===== config.mk =====
export PLATFORM = sky130hd
export DESIGN_NAME = shared_fifo_window
export DESIGN_NICKNAME = d
export VERILOG_FILES = /design/src/rtl/sfw_pkg.sv /design/src/rtl/sfw_fifo.sv /design/src/rtl/sfw_datapath.sv /design/src/rtl/sfw_control.sv /design/src/rtl/shared_fifo_window.sv
export SDC_FILE = /design/constraint.sdc
export NUM_CORES = 1
export LEC_CHECK = 0
export ABC_AREA = 1
export BUFFER_PORTS_ARGS = -buffer_cell sky130_fd_sc_hd__buf_2
export CAP_MARGIN = 20
export CORE_MARGIN = 4
export CORE_UTILIZATION = 54
export DETAILED_ROUTE_END_ITERATION = 8
export PLACE_DENSITY = 0.84
export SYNTH_ARGS = -nofsm -noshare
export SYNTH_HDL_FRONTEND = slang
export SYNTH_SLANG_ARGS = --single-unit
export TNS_END_PERCENT = 100

===== constraint.sdc =====
create_clock -name clk -period 5.35 [get_ports clk]
set_input_delay 1.07 -clock clk [delete_from_list [all_inputs] [get_ports clk]]
set_output_delay 1.07 -clock clk [all_outputs]
set_load 0.02 [all_outputs]

===== src/rtl/sfw_pkg.sv =====
package sfw_pkg;

  // Source selected for the bus read data in the current cycle.
  typedef enum logic [1:0] {
    RD_ZERO = 2'd0,
    RD_FIFO = 2'd1,
    RD_STAT = 2'd2
  } rdSel_e;

  // Strobes that the control issues to the datapath each cycle.
  typedef struct packed {
    logic   inPush;
    logic   inPop;
    logic   outPush;
    logic   outPop;
    rdSel_e rdSel;
  } ctrlStrb_t;

  localparam int STAT_OVF_BIT = 0;
  localparam int STAT_UDF_BIT = 1;
  localparam int STAT_RES_BIT = 2;

endpackage


===== src/rtl/sfw_fifo.sv =====
module sfw_fifo #(
  parameter int DATA_W = 64,
  parameter int DEPTH  = 8,
  localparam int PTR_W = (DEPTH > 1) ? $clog2(DEPTH) : 1,
  localparam int CNT_W = $clog2(DEPTH + 1)
) (
  input  logic              clk,
  input  logic              rstN,
  input  logic              push,
  input  logic              pop,
  input  logic [DATA_W-1:0] wData,
  output logic [DATA_W-1:0] rData,
  output logic              full,
  output logic              empty,
  output logic [CNT_W-1:0]  count
);

  localparam logic [PTR_W-1:0] LAST_PTR  = PTR_W'(DEPTH - 1);
  localparam logic [CNT_W-1:0] FULL_CNT  = CNT_W'(DEPTH);

  logic [DATA_W-1:0] mem [DEPTH];
  logic [PTR_W-1:0]  wrPtr;
  logic [PTR_W-1:0]  rdPtr;
  logic [CNT_W-1:0]  cnt;

  function automatic logic [PTR_W-1:0] stepPtr(input logic [PTR_W-1:0] p);
    return (p == LAST_PTR) ? '0 : p + PTR_W'(1);
  endfunction

  always_ff @(posedge clk) begin
    if (push) begin
      mem[wrPtr] <= wData;
    end
  end

  always_ff @(posedge clk or negedge rstN) begin
    if (!rstN) begin
      wrPtr <= '0;
      rdPtr <= '0;
      cnt   <= '0;
    end else begin
      if (push) begin
        wrPtr <= stepPtr(wrPtr);
      end
      if (pop) begin
        rdPtr <= stepPtr(rdPtr);
      end
      case ({push, pop})
        2'b10:   cnt <= cnt + CNT_W'(1);
        2'b01:   cnt <= cnt - CNT_W'(1);
        default: cnt <= cnt;
      endcase
    end
  end

  assign rData = mem[rdPtr];
  assign full  = (cnt == FULL_CNT);
  assign empty = (cnt == '0);
  assign count = cnt;

endmodule


===== src/rtl/sfw_datapath.sv =====
module sfw_datapath
  import sfw_pkg::*;
#(
  parameter int DATA_W = 64,
  parameter int DEPTH  = 8,
  localparam int CNT_W = $clog2(DEPTH + 1)
) (
  input  logic              clk,
  input  logic              rstN,
  input  ctrlStrb_t         strb,
  input  logic [DATA_W-1:0] busWdata,
  input  logic [DATA_W-1:0] outPushData,
  input  logic              ovfFlag,
  input  logic              udfFlag,
  input  logic              resFlag,
  output logic [DATA_W-1:0] busRdata,
  output logic [DATA_W-1:0] inHead,
  output logic              inFull,
  output logic              inEmpty,
  output logic [CNT_W-1:0]  inCount,
  output logic              outFull,
  output logic              outEmpty,
  output logic [CNT_W-1:0]  outCount
);

  logic [DATA_W-1:0] outHead;
  logic [DATA_W-1:0] statWord;

  // Host to engine queue.
  sfw_fifo #(.DATA_W(DATA_W), .DEPTH(DEPTH)) u_inFifo (
    .clk   (clk),
    .rstN  (rstN),
    .push  (strb.inPush),
    .pop   (strb.inPop),
    .wData (busWdata),
    .rData (inHead),
    .full  (inFull),
    .empty (inEmpty),
    .count (inCount)
  );

  // Engine to host queue.
  sfw_fifo #(.DATA_W(DATA_W), .DEPTH(DEPTH)) u_outFifo (
    .clk   (clk),
    .rstN  (rstN),
    .push  (strb.outPush),
    .pop   (strb.outPop),
    .wData (outPushData),
    .rData (outHead),
    .full  (outFull),
    .empty (outEmpty),
    .count (outCount)
  );

  always_comb begin
    statWord               = '0;
    statWord[STAT_OVF_BIT] = ovfFlag;
    statWord[STAT_UDF_BIT] = udfFlag;
    statWord[STAT_RES_BIT] = resFlag;
  end

  always_comb begin
    case (strb.rdSel)
      RD_FIFO: busRdata = outHead;
      RD_STAT: busRdata = statWord;
      default: busRdata = '0;
    endcase
  end

endmodule


===== src/rtl/sfw_control.sv =====
module sfw_control
  import sfw_pkg::*;
#(
  parameter int              ADDR_W    = 16,
  parameter int              WIN_BITS  = 12,
  parameter logic [ADDR_W-1:0] WIN_BASE  = 16'h4000,
  parameter logic [ADDR_W-1:0] STAT_ADDR = 16'h0100
) (
  input  logic              clk,
  input  logic              rstN,
  input  logic              busValid,
  input  logic              busWrite,
  input  logic [ADDR_W-1:0] busAddr,
  input  logic [2:0]        clrBits,
  input  logic              inFull,
  input  logic              inEmpty,
  input  logic              outFull,
  input  logic              outEmpty,
  input  logic              inPopReady,
  input  logic              outPushValid,
  output ctrlStrb_t         strb,
  output logic              ovfFlag,
  output logic              udfFlag,
  output logic              resFlag
);

  localparam int TAG_W = ADDR_W - WIN_BITS;
  localparam logic [TAG_W-1:0] WIN_TAG = WIN_BASE[ADDR_W-1:WIN_BITS];

  logic inWin;
  logic statHit;
  logic winWr;
  logic winRd;
  logic statWr;
  logic statRd;
  logic setOvf;
  logic setUdf;

  assign inWin   = (busAddr[ADDR_W-1:WIN_BITS] == WIN_TAG);
  assign statHit = (busAddr == STAT_ADDR);
  assign winWr   = busValid &  busWrite & inWin;
  assign winRd   = busValid & ~busWrite & inWin;
  assign statWr  = busValid &  busWrite & statHit & ~inWin;
  assign statRd  = busValid & ~busWrite & statHit & ~inWin;
  assign setOvf  = winWr & inFull;
  assign setUdf  = winRd & outEmpty;

  always_comb begin
    strb.inPush  = winWr & ~inFull;
    strb.inPop   = inPopReady & ~inEmpty;
    strb.outPush = outPushValid & ~outFull;
    strb.outPop  = winRd & ~outEmpty;
    if (statRd) begin
      strb.rdSel = RD_STAT;
    end else if (winRd && !outEmpty) begin
      strb.rdSel = RD_FIFO;
    end else begin
      strb.rdSel = RD_ZERO;
    end
  end

  always_ff @(posedge clk or negedge rstN) begin
    if (!rstN) begin
      ovfFlag <= 1'b0;
      udfFlag <= 1'b0;
      resFlag <= 1'b0;
    end else begin
      if (setOvf) begin
        ovfFlag <= 1'b1;
      end else if (statWr && clrBits[STAT_OVF_BIT]) begin
        ovfFlag <= 1'b0;
      end
      if (setUdf) begin
        udfFlag <= 1'b1;
      end else if (statWr && clrBits[STAT_UDF_BIT]) begin
        udfFlag <= 1'b0;
      end
      if (winWr) begin
        resFlag <= 1'b1;
      end else if (statWr && clrBits[STAT_RES_BIT]) begin
        resFlag <= 1'b0;
      end
    end
  end

endmodule


===== src/rtl/shared_fifo_window.sv =====
module shared_fifo_window
  import sfw_pkg::*;
#(
  parameter int                DATA_W    = 64,
  parameter int                DEPTH     = 8,
  parameter int                ADDR_W    = 16,
  parameter int                WIN_BITS  = 12,
  parameter logic [ADDR_W-1:0] WIN_BASE  = 16'h4000,
  parameter logic [ADDR_W-1:0] STAT_ADDR = 16'h0100,
  localparam int               CNT_W     = $clog2(DEPTH + 1)
) (
  input  logic              clk,
  input  logic              rstN,
  input  logic              busValid,
  input  logic              busWrite,
  input  logic [ADDR_W-1:0] busAddr,
  input  logic [DATA_W-1:0] busWdata,
  output logic [DATA_W-1:0] busRdata,
  output logic              inPopValid,
  input  logic              inPopReady,
  output logic [DATA_W-1:0] inPopData,
  input  logic              outPushValid,
  output logic              outPushReady,
  input  logic [DATA_W-1:0] outPushData,
  output logic [CNT_W-1:0]  inCount,
  output logic [CNT_W-1:0]  outCount,
  output logic              inFull,
  output logic              inEmpty,
  output logic              outFull,
  output logic              outEmpty,
  output logic              statOvf,
  output logic              statUdf,
  output logic              inReserved
);

  ctrlStrb_t strb;

  sfw_control #(
    .ADDR_W    (ADDR_W),
    .WIN_BITS  (WIN_BITS),
    .WIN_BASE  (WIN_BASE),
    .STAT_ADDR (STAT_ADDR)
  ) u_ctrl (
    .clk          (clk),
    .rstN         (rstN),
    .busValid     (busValid),
    .busWrite     (busWrite),
    .busAddr      (busAddr),
    .clrBits      (busWdata[2:0]),
    .inFull       (inFull),
    .inEmpty      (inEmpty),
    .outFull      (outFull),
    .outEmpty     (outEmpty),
    .inPopReady   (inPopReady),
    .outPushValid (outPushValid),
    .strb         (strb),
    .ovfFlag      (statOvf),
    .udfFlag      (statUdf),
    .resFlag      (inReserved)
  );

  sfw_datapath #(.DATA_W(DATA_W), .DEPTH(DEPTH)) u_dp (
    .clk         (clk),
    .rstN        (rstN),
    .strb        (strb),
    .busWdata    (busWdata),
    .outPushData (outPushData),
    .ovfFlag     (statOvf),
    .udfFlag     (statUdf),
    .resFlag     (inReserved),
    .busRdata    (busRdata),
    .inHead      (inPopData),
    .inFull      (inFull),
    .inEmpty     (inEmpty),
    .inCount     (inCount),
    .outFull     (outFull),
    .outEmpty    (outEmpty),
    .outCount    (outCount)
  );

  assign inPopValid   = ~inEmpty;
  assign outPushReady = ~outFull;

endmodule


# [Word level (Yosys, flattened, before mapping)]
# Memories as Yosys holds them, arrays and structs flattened.
# Index checks and enable logic that the tools add are counted.
[totals] register_bits=23 ram_bits=1024 inputBits=150 wordCells=84 memories=2
[mem_list] memory="u_dp.u_inFifo.mem" depth=8 width=64 read_ports=1 rd_clocked_by_memory_dff=0 wr=1 line_no="sfw_fifo.sv:21" text="logic [DATA_W-1:0] mem [DEPTH];"
[mem_list] memory="u_dp.u_outFifo.mem" depth=8 width=64 read_ports=1 rd_clocked_by_memory_dff=0 wr=1 line_no="sfw_fifo.sv:21"
[op_classes] addsub=8 n_eq_ne=14 muxes=19 bitwise=20 n_reduce_logical=12
[ops] op="one-hot mux 64 bit (2 select lines)" count=1
[ops] op="equality test 16 x 9 -> 1 bit (second input constant)" count=1
[ops] op="one-hot mux 4 bit (2 select lines)" count=2
[ops] op="bitwise AND 1 bit" count=14
[ops] op="adder 3 x 1 -> 3 bit (second input constant)" count=4
[ops] op="equality test 3 bit (second input constant)" count=4
[ops] op="2-to-1 mux 3 bit" count=4
[ops] op="2-to-1 mux 1 bit" count=11
[ops] op="nonzero test 2 bit" count=5
[ops] op="adder 4 x 1 -> 4 bit (second input constant)" count=2
[ops] op="equality test 4 bit (second input constant)" count=2
[ops] op="logical NOT 4 bit" count=2
[ops] op="subtractor 4 x 1 -> 4 bit (second input constant)" count=2
[ops] op="equality test 2 x 1 -> 1 bit (second input constant)" count=3
[ops] op="equality test 2 bit (second input constant)" count=3
[ops] op="inverter 1 bit" count=6
[ops] op="equality test 4 x 3 -> 1 bit (second input constant)" count=1
[ops] op="logical AND 1 bit" count=4
[ops] op="2-to-1 mux 2 bit" count=1
[ops] op="logical NOT 1 bit" count=1

# [Longest topological paths before layout]
[logic_depth] depth_word=8 depth_mapped=12

# [By module]
# A second synthesis with hierarchy kept.
[unflattened] cells_unflattened=3243 hier_area_um2=41716.3
[modules_own_cells] mod="sfw_fifo (u_dp.u_inFifo)" n_inst=1 cells_per_inst=1525 area_per_inst_um2=20435.8 seq_area_each_um2=15625.0
[modules_own_cells] mod="sfw_fifo (u_dp.u_outFifo)" n_inst=1 cells_per_inst=1525 area_per_inst_um2=20373.3 seq_area_each_um2=15625.0
[modules_own_cells] mod="sfw_datapath" n_inst=1 cells_per_inst=142 area_per_inst_um2=603.1 seq_area_each_um2=0.0
[modules_own_cells] mod="sfw_control" n_inst=1 cells_per_inst=49 area_per_inst_um2=296.5 seq_area_each_um2=75.1
[modules_own_cells] mod="shared_fifo_window" n_inst=1 cells_per_inst=2 area_per_inst_um2=7.5 seq_area_each_um2=0.0

# [Worst setup path before layout]
# No wires, ideal clock.
[synth_path] kind="input port to flip-flop" startpoint="input port busAddr[13]" endpoint="memory u_dp.u_inFifo.mem[6][0], enable pin" setup_ps=565 arrival_time_ps=6172 path_slack_ps=-1387 stages=6 n_path_buf=1 path_cell_list="nor2_1 nand2_1 nor2_1 nand3_1 buf_2 nor3_1"
[synth_via] elab_chain_len=5
[synth_lines] element="from (decl)" line_no="shared_fifo_window.sv:16" text="input logic [ADDR_W-1:0] busAddr,"
[synth_lines] element="equality test 4 x 3 -> 1 bit" line_no="sfw_control.sv:39" text="assign inWin = (busAddr[ADDR_W-1:WIN_BITS] == WIN_TAG);"
[synth_lines] element="bitwise AND 1 bit" line_no="sfw_control.sv:41" text="assign winWr = busValid & busWrite & inWin;"
[synth_lines] element="bitwise AND 1 bit" line_no="sfw_control.sv:49" text="strb.inPush = winWr & ~inFull;"
[synth_lines] element="2-to-1 mux 1 bit" line_no="sfw_fifo.sv:31" text="if (push) begin"
[synth_lines] element="2-to-1 mux 1 bit (implied by the code)" line_no="sfw_fifo.sv:32" text="mem[wrPtr] <= wData;"
[synth_lines] element="to (decl)" line_no="sfw_fifo.sv:21"
# Every way passes these cells.

# [Final worst setup path]
[layout_path] startpoint="register u_dp.u_inFifo.rdPtr[1]" endpoint="output port inPopData[27]"
[layout_via] elab_chain_len=1
[layout_lines] element="from (decl)" line_no="sfw_fifo.sv:23" text="logic [PTR_W-1:0] rdPtr;"
[layout_lines] element="from (signal assigned)" line_no="sfw_fifo.sv:46" text="rdPtr <= stepPtr(rdPtr);"
[layout_lines] element="memory read (8 x 64 bit)"
[layout_lines] element="to (decl)" line_no="shared_fifo_window.sv:21" text="output logic [DATA_W-1:0] inPopData,"
# Every way passes these cells.

==> results by group <==
Yosys
  – Dominant register cell in the synthesized netlist: sky130_fd_sc_hd__edfxtp_1
  – Cell taking the most area after synthesis: sky130_fd_sc_hd__edfxtp_1
  – Syn nets: 3,463
  – Synthesized-area fraction occupied by adder cells: less than 1%
  – Distinct cell type count of the synthesized netlist: 25
  – Number of warnings reported in the yosys synthesis log: 0
  – Avg Cell Area, Syn: 12.5 um^2
  – Fraction of registers with async set/reset: 2.20%
  – Total of flip-flops plus latches after synthesis: 1,047
  – Count leader, synth: sky130_fd_sc_hd__edfxtp_1
  – Share of the synthesized area in compound gates (AO/OA/AOI/OAI): 7.54%
  – List of most frequent post-synthesis cells: sky130_fd_sc_hd__edfxtp_1, sky130_fd_sc_hd__nor2_1, sky130_fd_sc_hd__nand2_1
  – Cell Area, Synth: 41,300 um^2
  – Post-synthesis sequential area ratio: 75.8%
  – Share of cell area taken by muxes after synthesis: 0%
  – Gate count of the mapped netlist: 3,297
  – Most area-consuming cells after synthesis: sky130_fd_sc_hd__edfxtp_1, sky130_fd_sc_hd__nor2_1, sky130_fd_sc_hd__nand2_1
  – Fraction of synthesized cell area in xor and xnor cells: less than 1%
  – EDFF count, synth: 1,024
  – Largest family of logic cells by synthesized area: simple AND/OR/NAND/NOR gates
  – Yosys top cell area share: 74.4%
  – Area fraction in and, or, nand and nor cells after synthesis: 13.4%

Power and ir drop
  – Power density normalized to cell area: 516 nW/um^2
  – Worst vdd ir: 0.627 mV
  – Cell leakage power: approximately 17 nW

Global routing
  – Vias in the first global route: about 26,000
  – Gr ovfl total: 0
  – GR Util All Layers: between 20% and 30%
  – Wire length of the first global-routing pass: around 150,000 um
  – Initial antenna violation count: 12
  – Largest net degree at the start of global routing: 259

CTS
  – Clock latency reported for the late side of the worst-skew pair: 0.64 ns
  – Total number of clock tree sinks: 1,047
  – Buffer cell driving the clock tree root: sky130_fd_sc_hd__clkbuf_16
  – TritonCTS clock tree: done
  – Worst-path clk slew: 0.06 ns
  – # Post-CTS Setup Buffers: 0
  – Max Buffers Root-to-Sink: 3
  – # hold bufs at CTS: 0
  – Post-cts resize count: 0
  – Total clock buffers created by CTS: 99
  – Total number of H-tree levels: 3

Detailed routing
  – Via Count: 26,700
  – Number of optimization iterations in the first detailed-route pass: 6
  – Post-route antenna net violation count: 0
  – Drt drc: 0
  – DR WL/cell: around 21 um
  – Mean number of vias per cell: 5.82
  – Number of DRC markers in iteration 0: 2,881
  – Detailed Route WL: ~96,000 um

Timing
  – Final Critical Period: just under 5 ns
  – Setup tns final: 0 ns
  – Highest achievable clock rate: 0.207 GHz
  – Unrepaired setup endpoints after global routing: no
  – Slew @ Worst Pin: 1.25 ns
  – Final hold violation count: 0
  – Relative slew slack: 16.4%
  – Max-slew violation total from the final report: 0
  – Number of setup violations in the final report: 0
  – Setup ws final: 0.524 ns
  – Share of the cycle needed by the critical path after routing: 90.2%
  – Setup Skew: 0.0240 ns

Layout
  – Area occupied by multi-input gates: 9030 um^2
  – Ratio of cells with drive above 1 in the final layout: between 10% and 20%
  – Nets: about 3,700
  – Register Area: 31,300 um^2
  – Synthesis-to-layout area growth: 13.7%
  – Number of fill cells: 5,342

Worst setup path
  – Sort of element at the end of the critical path: primary output
  – Critical Path Source Type: flop
  – Type of the worst setup path: reg2out
  – Crit path DAT: 3.76 ns
  – Max Fanout on Critical Path: 65
  – Data required time of the worst path: about 4.3 ns

Place
  – Number of I/O port buffers: 294
  – HPWL after DPL: 49,700 um
  – Setup WS pre-CTS: approximately 1.4 ns
  – Weighted congestion at the end of routability-driven global placement: 0.789

Worst hold path
  – Class of the tightest hold or removal check: in2async

Status
  – Status: completed

Flow run
  – Max-cap viol count: 0

Die
  – Total core area: 75,800 um^2
  – Count of boundary I/O pins: a little under 300
  – Initial core utilization: 54.5%
  – Number of placement rows: 101
  – Floorplan die area: a little over 80,000 um^2
  – Die Height: 285 um
  – Die X-Extent: between 200 and 300 um
[sequential cells by signal, summed over array words and instances, names as in the netlist]
signal                flops
u_ctrl.ovfFlag            1
u_ctrl.resFlag            1
u_ctrl.udfFlag            1
u_dp.u_inFifo.count       4
u_dp.u_inFifo.mem       512
u_dp.u_inFifo.rdPtr       3
u_dp.u_inFifo.wrPtr       3
u_dp.u_outFifo.count      4
u_dp.u_outFifo.mem      512
u_dp.u_outFifo.rdPtr      3
u_dp.u_outFifo.wrPtr      3
[metrics by stage]
| step | instances | hold slack [ns] | utilization (%) | area (um^2) | power, mW |
|---|---|---|---|---|---|
| after floorplan | 3297 | 0.519 | - | 41300 | 15.2 |
| after global routing | 4582 | 0.471 | 61.9 | 46900 | 25.5 |
| after global placement | 4406 | 0.531 | 57.7 | 43800 | 17.3 |
| final | 4592 | 0.464 | 61.9 | 46900 | 24.2 |
| after detailed placement | 4406 | 0.528 | 57.7 | 43800 | 17.6 |
| after CTS | 4579 | 0.443 | 61.8 | 46900 | 24.3 |
[kinds of logic (layout without fill, tap and decap cells)]
logic type,Yosys count,in the layout
DFF,1047,1047
adders and majority gates,16,16
AOI/OAI and AO/OA,590,590
xor gates and xnor gates,8,8
other,0,12
and+or+nand+nor,1395,1395
buffers and inverters,241,546
[layout by cell type (no fill, tap or decap), types with 19 or more instances in the layout]
cell / instances
sky130_fd_sc_hd__edfxtp_1: 1024
sky130_fd_sc_hd__nor2_1: 604
sky130_fd_sc_hd__nand2_1: 561
sky130_fd_sc_hd__o21ai_0: 386
sky130_fd_sc_hd__buf_2: 294
sky130_fd_sc_hd__nand3_1: 201
sky130_fd_sc_hd__o22ai_1: 128
sky130_fd_sc_hd__clkbuf_16: 101
sky130_fd_sc_hd__a21oi_1: 64
sky130_fd_sc_hd__inv_1: 31
sky130_fd_sc_hd__buf_4: 23
sky130_fd_sc_hd__clkbuf_1: 22
sky130_fd_sc_hd__clkinv_1: 21
sky130_fd_sc_hd__buf_12: 19
[routing by layer]
layer  routed length (um)  global-route usage (%)  vias to the layer above
met3                 8690                    4.30                      186
met4                 2120                    7.29                       10
li1                     -                       -                    12200
met5                   56                       0                        -
met1                37000                    30.1                    13000
met2                48200                    39.3                     1334
[power by group]
group	leakage, nW	internal [mW]	switching [mW]
logic	5.54	2.14	5.31
clock network	1.51	3.80	2.89
registers	9.52	9.67	0.421
[worst paths after layout]
path / start / endpoint / cells after the start / slack, ns
setup / recovery: u_dp.u_inFifo.rdPtr[1] / inPopData[27] / 7 / 0.52
hold / removal: rstN / u_dp.u_outFifo.rdPtr[0] / 1 / 0.46
setup reg to reg: u_dp.u_outFifo.count[1] / u_dp.u_outFifo.mem[5][47] / 7 / 2.48
hold reg to reg: u_dp.u_outFifo.count[2] / u_dp.u_outFifo.count[2] / 2 / 0.54
max in group asynchronous: rstN / u_dp.u_inFifo.rdPtr[0] / 1 / 4.37
min in group clk: u_dp.u_outFifo.count[2] / u_dp.u_outFifo.count[2] / 2 / 0.54
[worst max-delay path: stages, from the launching register on]
cell                       delay (ns)
sky130_fd_sc_hd__dfrtp_4         0.84
sky130_fd_sc_hd__clkinv_2        0.97
sky130_fd_sc_hd__buf_12          0.50
sky130_fd_sc_hd__o21ai_0         0.22
sky130_fd_sc_hd__o22ai_1         0.13
sky130_fd_sc_hd__nand2_1         0.08
sky130_fd_sc_hd__nand2_1         0.07
sky130_fd_sc_hd__buf_2           0.17
[area by class of cell]
cell class | count | share of cell area, %
Antenna cell | 12 | 0.0640
Clock buffer | 123 | 5.56
Clock inverter | 50 | 1.07
Inverter | 36 | 0.317
Multi-Input combinational cell | 2009 | 19.2
Sequential cell | 1047 | 66.8
Tap cell | 978 | 2.61
Timing Repair Buffer | 337 | 4.37
Note: power is estimated with default switching activity, not from simulation.
